## config.mk

```make
export PLATFORM = sky130hd
export DESIGN_NAME = ckpt_rf
export DESIGN_NICKNAME = d
export VERILOG_FILES = /design/src/rtl/ckpt_rf_pkg.sv /design/src/rtl/ckpt_rf_ctrl.sv /design/src/rtl/ckpt_rf_cell.sv /design/src/rtl/ckpt_rf_rdport.sv /design/src/rtl/ckpt_rf.sv
export SDC_FILE = /design/constraint.sdc
export NUM_CORES = 2
export LEC_CHECK = 0
export BUFFER_PORTS_ARGS = -buffer_cell sky130_fd_sc_hd__buf_2
export CELL_PAD_IN_SITES_DETAIL_PLACEMENT = 0
export CELL_PAD_IN_SITES_GLOBAL_PLACEMENT = 2
export CORE_MARGIN = 5
export CORE_UTILIZATION = 31
export CTS_CLUSTER_SIZE = 30
export DETAILED_ROUTE_END_ITERATION = 10
export PLACE_DENSITY_LB_ADDON = 0.1
export SKIP_LAST_GASP = 1
export SLEW_MARGIN = 20
export SYNTH_ARGS = -nofsm -noshare
export SYNTH_HDL_FRONTEND = slang
export SYNTH_SLANG_ARGS = --single-unit
```

## constraint.sdc

```tcl
create_clock -name clk_i -period 2.3 [get_ports clk_i]
set_clock_uncertainty 0.2 [all_clocks]
set_input_delay 0.345 -clock clk_i [delete_from_list [all_inputs] [get_ports clk_i]]
set_output_delay 0.345 -clock clk_i [all_outputs]
set_load 0.02 [all_outputs]
```

## src/rtl/ckpt_rf_pkg.sv

```systemverilog
package ckpt_rf_pkg;
  parameter int unsigned CKPT_DW   = 32;
  parameter int unsigned CKPT_NREG = 16;

  typedef enum logic [1:0] {
    OP_HOLD     = 2'd0,
    OP_WRITE    = 2'd1,
    OP_COMMIT   = 2'd2,
    OP_ROLLBACK = 2'd3
  } ckpt_op_e;
endpackage

```

## src/rtl/ckpt_rf_ctrl.sv

```systemverilog
module ckpt_rf_ctrl #(
  parameter int unsigned NREG = 16,
  parameter int unsigned AW   = $clog2(NREG)
) (
  input  logic                 clk_i,
  input  logic                 rst_ni,
  input  logic                 wr_en_i,
  input  logic [AW-1:0]        wr_addr_i,
  input  logic                 commit_i,
  input  logic                 rollback_i,
  output logic [NREG-1:0]      we_vec_o,
  output logic                 commit_o,
  output logic                 rollback_o,
  output ckpt_rf_pkg::ckpt_op_e op_o
);
  import ckpt_rf_pkg::*;

  logic [NREG-1:0] dec;

  always_comb begin
    dec = '0;
    for (int i = 0; i < NREG; i++) begin
      dec[i] = (wr_addr_i == AW'(i));
    end
  end

  // rollback has top priority: it masks both the write and the commit
  assign rollback_o = rollback_i;
  assign commit_o   = commit_i & ~rollback_i;
  assign we_vec_o   = (wr_en_i & ~rollback_i) ? dec : '0;

  always_comb begin
    if (rollback_i)    op_o = OP_ROLLBACK;
    else if (commit_i) op_o = OP_COMMIT;
    else if (wr_en_i)  op_o = OP_WRITE;
    else               op_o = OP_HOLD;
  end

  p_onehot_we_r3: assert property (@(posedge clk_i) disable iff (!rst_ni)
    $onehot0(we_vec_o));
  p_rb_blocks_write_r9: assert property (@(posedge clk_i) disable iff (!rst_ni)
    rollback_i |-> ($countones(we_vec_o) == 0));
  p_rb_blocks_commit_r8: assert property (@(posedge clk_i) disable iff (!rst_ni)
    rollback_i |-> !commit_o);
endmodule

```

## src/rtl/ckpt_rf_cell.sv

```systemverilog
module ckpt_rf_cell #(
  parameter int unsigned DW = 32
) (
  input  logic          clk_i,
  input  logic          rst_ni,
  input  logic          we_i,
  input  logic [DW-1:0] wdata_i,
  input  logic          commit_i,
  input  logic          rollback_i,
  output logic [DW-1:0] work_o,
  output logic [DW-1:0] shadow_o
);
  logic [DW-1:0] work_q, shadow_q;
  logic [DW-1:0] work_next;

  assign work_next = we_i ? wdata_i : work_q;

  always_ff @(posedge clk_i or negedge rst_ni) begin
    if (!rst_ni)         work_q <= '0;
    else if (rollback_i) work_q <= shadow_q;
    else                 work_q <= work_next;
  end

  // commit captures the post-write value so a same-cycle write is kept
  always_ff @(posedge clk_i or negedge rst_ni) begin
    if (!rst_ni)       shadow_q <= '0;
    else if (commit_i) shadow_q <= work_next;
  end

  assign work_o   = work_q;
  assign shadow_o = shadow_q;

  p_restore_r6: assert property (@(posedge clk_i) disable iff (!rst_ni)
    rollback_i |=> (work_q == $past(shadow_q)));
  p_write_keeps_shadow_r4: assert property (@(posedge clk_i) disable iff (!rst_ni)
    (we_i && !commit_i) |=> $stable(shadow_q));
  p_commit_copy_r5: assert property (@(posedge clk_i) disable iff (!rst_ni)
    (commit_i && !we_i) |=> (shadow_q == $past(work_q)));
  p_write_commit_r7: assert property (@(posedge clk_i) disable iff (!rst_ni)
    (commit_i && we_i) |=> (shadow_q == $past(wdata_i) && work_q == shadow_q));
  p_idle_hold_r10: assert property (@(posedge clk_i) disable iff (!rst_ni)
    (!we_i && !commit_i && !rollback_i) |=> ($stable(work_q) && $stable(shadow_q)));
endmodule

```

## src/rtl/ckpt_rf_rdport.sv

```systemverilog
module ckpt_rf_rdport #(
  parameter int unsigned DW   = 32,
  parameter int unsigned NREG = 16,
  parameter int unsigned AW   = $clog2(NREG)
) (
  input  logic [NREG-1:0][DW-1:0] regs_i,
  input  logic [AW-1:0]           addr_i,
  output logic [DW-1:0]           data_o
);
  always_comb begin
    data_o = '0;
    for (int i = 0; i < NREG; i++) begin
      if (addr_i == AW'(i)) data_o = regs_i[i];
    end
  end

  always_comb begin
    p_read_select_r2: assert (data_o == regs_i[addr_i]);
  end
endmodule

```

## src/rtl/ckpt_rf.sv

```systemverilog
module ckpt_rf #(
  parameter int unsigned DW   = ckpt_rf_pkg::CKPT_DW,
  parameter int unsigned NREG = ckpt_rf_pkg::CKPT_NREG,
  parameter int unsigned AW   = $clog2(NREG)
) (
  input  logic          clk_i,
  input  logic          rst_ni,
  input  logic [AW-1:0] rd_addr_a_i,
  output logic [DW-1:0] rd_data_a_o,
  input  logic [AW-1:0] rd_addr_b_i,
  output logic [DW-1:0] rd_data_b_o,
  input  logic          wr_en_i,
  input  logic [AW-1:0] wr_addr_i,
  input  logic [DW-1:0] wr_data_i,
  input  logic          commit_i,
  input  logic          rollback_i
);
  import ckpt_rf_pkg::*;

  localparam int unsigned NPORT = 2;

  logic [NREG-1:0]          we_vec;
  logic                     commit_g, rollback_g;
  ckpt_op_e                 op;
  logic [NREG-1:0][DW-1:0]  work, shadow;
  logic [NPORT-1:0][AW-1:0] rd_addr;
  logic [NPORT-1:0][DW-1:0] rd_data;

  ckpt_rf_ctrl #(.NREG(NREG), .AW(AW)) u_ctrl (
    .clk_i      (clk_i),
    .rst_ni     (rst_ni),
    .wr_en_i    (wr_en_i),
    .wr_addr_i  (wr_addr_i),
    .commit_i   (commit_i),
    .rollback_i (rollback_i),
    .we_vec_o   (we_vec),
    .commit_o   (commit_g),
    .rollback_o (rollback_g),
    .op_o       (op)
  );

  for (genvar g = 0; g < NREG; g++) begin : g_cell
    ckpt_rf_cell #(.DW(DW)) u_cell (
      .clk_i      (clk_i),
      .rst_ni     (rst_ni),
      .we_i       (we_vec[g]),
      .wdata_i    (wr_data_i),
      .commit_i   (commit_g),
      .rollback_i (rollback_g),
      .work_o     (work[g]),
      .shadow_o   (shadow[g])
    );
  end

  assign rd_addr[0] = rd_addr_a_i;
  assign rd_addr[1] = rd_addr_b_i;

  for (genvar p = 0; p < NPORT; p++) begin : g_rd
    ckpt_rf_rdport #(.DW(DW), .NREG(NREG), .AW(AW)) u_rd (
      .regs_i (work),
      .addr_i (rd_addr[p]),
      .data_o (rd_data[p])
    );
  end

  assign rd_data_a_o = rd_data[0];
  assign rd_data_b_o = rd_data[1];

  p_rb_wins_r8: assert property (@(posedge clk_i) disable iff (!rst_ni)
    (op == OP_ROLLBACK) |=> (work == $past(shadow) && shadow == $past(shadow)));
  p_reset_zero_r1: assert property (@(posedge clk_i)
    !rst_ni |-> (work == '0 && shadow == '0));
endmodule

```

==> implementation parameters <==
Parameter                              Value

STA
  Maximum operating frequency    324 MHz
  Crit path setup slack, layout    -783 ps
  Setup repair after global routing missed its margin    true
  Number of setup violations in the final report    64
  Final number of max-transition violations    0
  Transition at the pin with the smallest max-transition slack    just under 800 ps
  Shortest period the worst path allows    ~3100 ps
  Hold slack    51.5 ps
  Final hold violation count    0
  Final cycle utilization of the critical path    134%
  Max-slew headroom    between 40% and 50%

Finish
  Core Util, Final    between 40% and 50%
  Non-filler instance count after layout    roughly 7200
  Share of cells above drive strength 1    between 60% and 70%
  NumNets Final    between 4000 and 5000
  Area growth from synthesis to final layout    30.0%
  Number of fill cells    around 16000
  Area of all placed cells without fillers    approximately 70000 um2

Setup path
  Largest stage delay on the critical path    approximately 470 ps
  WS Path Type    reg2out
  Critical Path, Cell by Cell    mux4_2, o22ai_2, o21ai_2, o21ai_2, o211ai_1, buf_4
  Setup crit end kind    output port
  Worst path most repeated cell    sky130_fd_sc_hd__o21ai_2
  Arrival time worst endpoint    2540 ps
  Critical path's slowest cell    sky130_fd_sc_hd__mux4_2
  Setup crit start kind    flop
  Data required time at the worst endpoint    between 1500 and 2000 ps
  Highest fanout seen on the critical path    2

Power and ir drop
  Sequential share of power    between 40% and 50%
  Leakage power total    between 0.03 and 0.04 uW
  P_int    49800 uW
  Clock share of power    between 20% and 30%
  Logic gate share of total power    30.6%
  Cell area power density    around 1000 nW/um2
  Overall power consumption    71900 uW
  Proportion of total power due to net switching    a little under a third
  Switching Power    approximately 22000 uW
  Worst vdd ir    just under 0.0006 V

Clocking
  Clock-pin slew reported for the worst setup and hold paths after clock tree synthesis    60 ps
  TritonCTS clock tree    built
  Number of clock sinks    1024
  Clock latency of the later-clocked register in the worst-skew pair    790 ps
  Number of CTS-inserted buffers    between 100 and 150
  Htree depth    4
  Maximum number of buffers from clock root to sink    3
  Buffer cell driving the clock tree root    sky130_fd_sc_hd__clkbuf_16

Min path
  Class of the tightest hold or removal check    in2reg

Route
  DRC violation total after the first TritonRoute iteration    between 2000 and 2500
  Detail Route Antenna Nets    0
  Via count    37744
  Total length of routed wires    about 220000 um
  Routed wire per std cell    ~30 um
  Detailed-routing iteration count for the pre-antenna-repair pass    5
  DR DRC count    0
  Vias/cell    around 5.2

Yosys
  Share of the synthesized area in the top cell type    approximately 48%
  Proportion of register bits with asynchronous set or reset after synthesis    100%
  Yosys top cell by area    sky130_fd_sc_hd__dfrtp_1
  Post-Syn Nets    around 4200
  Mean instance size in the synthesized netlist    13.0 um2
  Synth Cell Area    53800 um2
  Fraction of the yosys area taken by sequential cells    between 40% and 50%
  Most used standard cells in the synthesized netlist    sky130_fd_sc_hd__mux2_2, sky130_fd_sc_hd__dfrtp_1, sky130_fd_sc_hd__o21ai_0
  Number of warnings issued by yosys    0
  Flop and latch count out of synthesis    1024
  Main area contributors after synthesis    sky130_fd_sc_hd__dfrtp_1, sky130_fd_sc_hd__mux2_2, sky130_fd_sc_hd__mux4_2
  Post-Synthesis Cells    4143
  Cell variety after synth    between 60 and 70
  Predominant post-synthesis flop cell    sky130_fd_sc_hd__dfrtp_1
  Number of enable-type register cells in the synthesized netlist    0
  Count leader, synth    sky130_fd_sc_hd__mux2_2

Placement
  Detailed Place HPWL    about 160000 um
  IO Port Bufs    112
  Placed cell count    ~7000
  Placed Area    roughly 64000 um2
  Final weighted congestion in routability-driven placement    between 0.8 and 0.9

Floorplan
  Area inside the core boundary    172000 um2
  Die Footprint    approximately 180000 um2
  Standard-cell rows    roughly 150
  I/O pins    around 110
  Floorplan die width    around 430 um
  Initial Utilization    between 30 and 40%
  Y dimension of the die    around 430 um

GRT
  Wire length of the first global-routing pass    approximately 310000 um
  Via count of the first global-routing pass    roughly 40000
  Antenna violations before repair    21
  Aggregate global-route resource usage    24.0%
  GR Overflow Total    0
  Maximum number of pins on one net before global-route repair    between 100 and 150

Run status
  Result of the run    finished with violations
  Failing checks    negative setup slack

Flow run
  Max-cap violation count    0
[repair_timing]
item,CTS,global route
pin swaps,107,88
hold buffers,12,0
hold endpoints to repair,1143,0
gates resized for setup,314,113
buffers inserted,43,15
endpoints found under the setup margin,64,64
[cells in the final DEF (no fill, tap or decap), drive strengths merged, types with 7 or more instances in the layout]
master       Yosys  layout
a211oi          15      15
a21oi          104     104
a221oi          21      21
a22oi           37      37
a2bb2oi          7       7
a31oi           25      25
and2            14      14
buf            204     868
bufinv           0       7
clkbuf         156     199
clkinv           0      16
dfrtp         1024    1024
dlygate4sd3      0      11
inv             12      20
mux2          1595    1595
mux2i          134     134
mux4            82      82
nand2          149     149
nand2b          23      23
nand3            9       9
nor2            84      84
nor2b           24      24
nor3            18      18
nor3b           10      10
o211ai          21      21
o21a            14      14
o21ai          197     197
o221ai          20      20
o22a            11      11
o22ai           37      37
o2bb2ai         10      10
o31ai           15      15
or2              8       8
[sequential cells by signal (all words and copies together), names as in the netlist]
signal,flops
g_cell.u_cell.shadow_o,512
g_cell.u_cell.work_o,512
[worst max-delay path, delay by kind of cell, from the launching register on]
family          cells  cell delay, ps
compound gates      4             610
mux                 1             470
flops               1             400
buf+inv             1             260
[cells by family after synthesis]
group                  Yosys count  share of synthesized area (%)
AND/OR/NAND/NOR                358                           3.12
flip-flops                    1024                           47.7
multiplexers                  1811                           39.3
buffers and inverters          372                           3.08
AO/OA/AOI/OAI                  578                           6.81
[per-stage QoR]
stage	setup slack (ps)	setup TNS, ps
after floorplan	-132	-164
final	-783	-36120
after global placement	-813	-89850
after CTS	-939	-41790
after global routing	-868	-41340
after detailed placement	-797	-86120
[path summary, 6_finish.rpt]
| kind | endpoint | slack, ps | depth (start not counted) | start |
|---|---|---|---|---|
| min in group asynchronous | g_cell[0].u_cell.shadow_o[9]$_DFFE_PN0P_ | 70 | 3 | rst_ni |
| hold reg to reg | g_cell[2].u_cell.work_o[10]$_DFF_PN0_ | 270 | 1 | g_cell[2].u_cell.shadow_o[10]$_DFFE_PN0P_ |
| hold / removal | g_cell[3].u_cell.work_o[31]$_DFF_PN0_ | 50 | 3 | wr_data_i[31] |
| max in group asynchronous | g_cell[7].u_cell.shadow_o[15]$_DFFE_PN0P_ | 1230 | 4 | rst_ni |
| setup reg to reg | g_cell[6].u_cell.work_o[18]$_DFF_PN0_ | 680 | 5 | g_cell[6].u_cell.work_o[18]$_DFF_PN0_ |
| setup / recovery | rd_data_b_o[29] | -780 | 6 | g_cell[0].u_cell.work_o[29]$_DFF_PN0_ |
[power by group through the flow]
stage	clock (uW)	combinational (uW)	sequential (uW)
4_1_cts	21700	21800	28800
2_1_floorplan	0	13600	27200
5_1_grt	22300	23800	29500
6_report	21100	22000	28900
3_3_place_gp	0	20200	28900
3_5_place_dp	0	20500	29000
[layout make-up]
| class | count | area [um2] | area share (%) |
|---|---|---|---|
| inverters | 12 | 45.0 | 0.0645 |
| clock inverters | 33 | 434 | 0.621 |
| multi-input cells | 2747 | 28100 | 40.2 |
| repair buffers | 879 | 8850 | 12.7 |
| well taps | 2310 | 2890 | 4.14 |
| clock buffers | 199 | 3930 | 5.62 |
| diodes | 5 | 12.5 | 0.0179 |
| flip-flops and latches | 1024 | 25600 | 36.7 |
[per-layer routing]
metal | share of wire [%] | vias up | global-route usage, % | routed length [um]
li1 | - | 16727 | - | -
met1 | 47 | 20127 | 34.2 | 103000
met2 | 47 | 665 | 39.0 | 103000
met3 | 3.6 | 221 | 2.95 | 7990
met4 | 2.3 | 4 | 5.86 | 5140
met5 | 0.011 | - | 0 | 25
(Power assumes the default switching activity.)
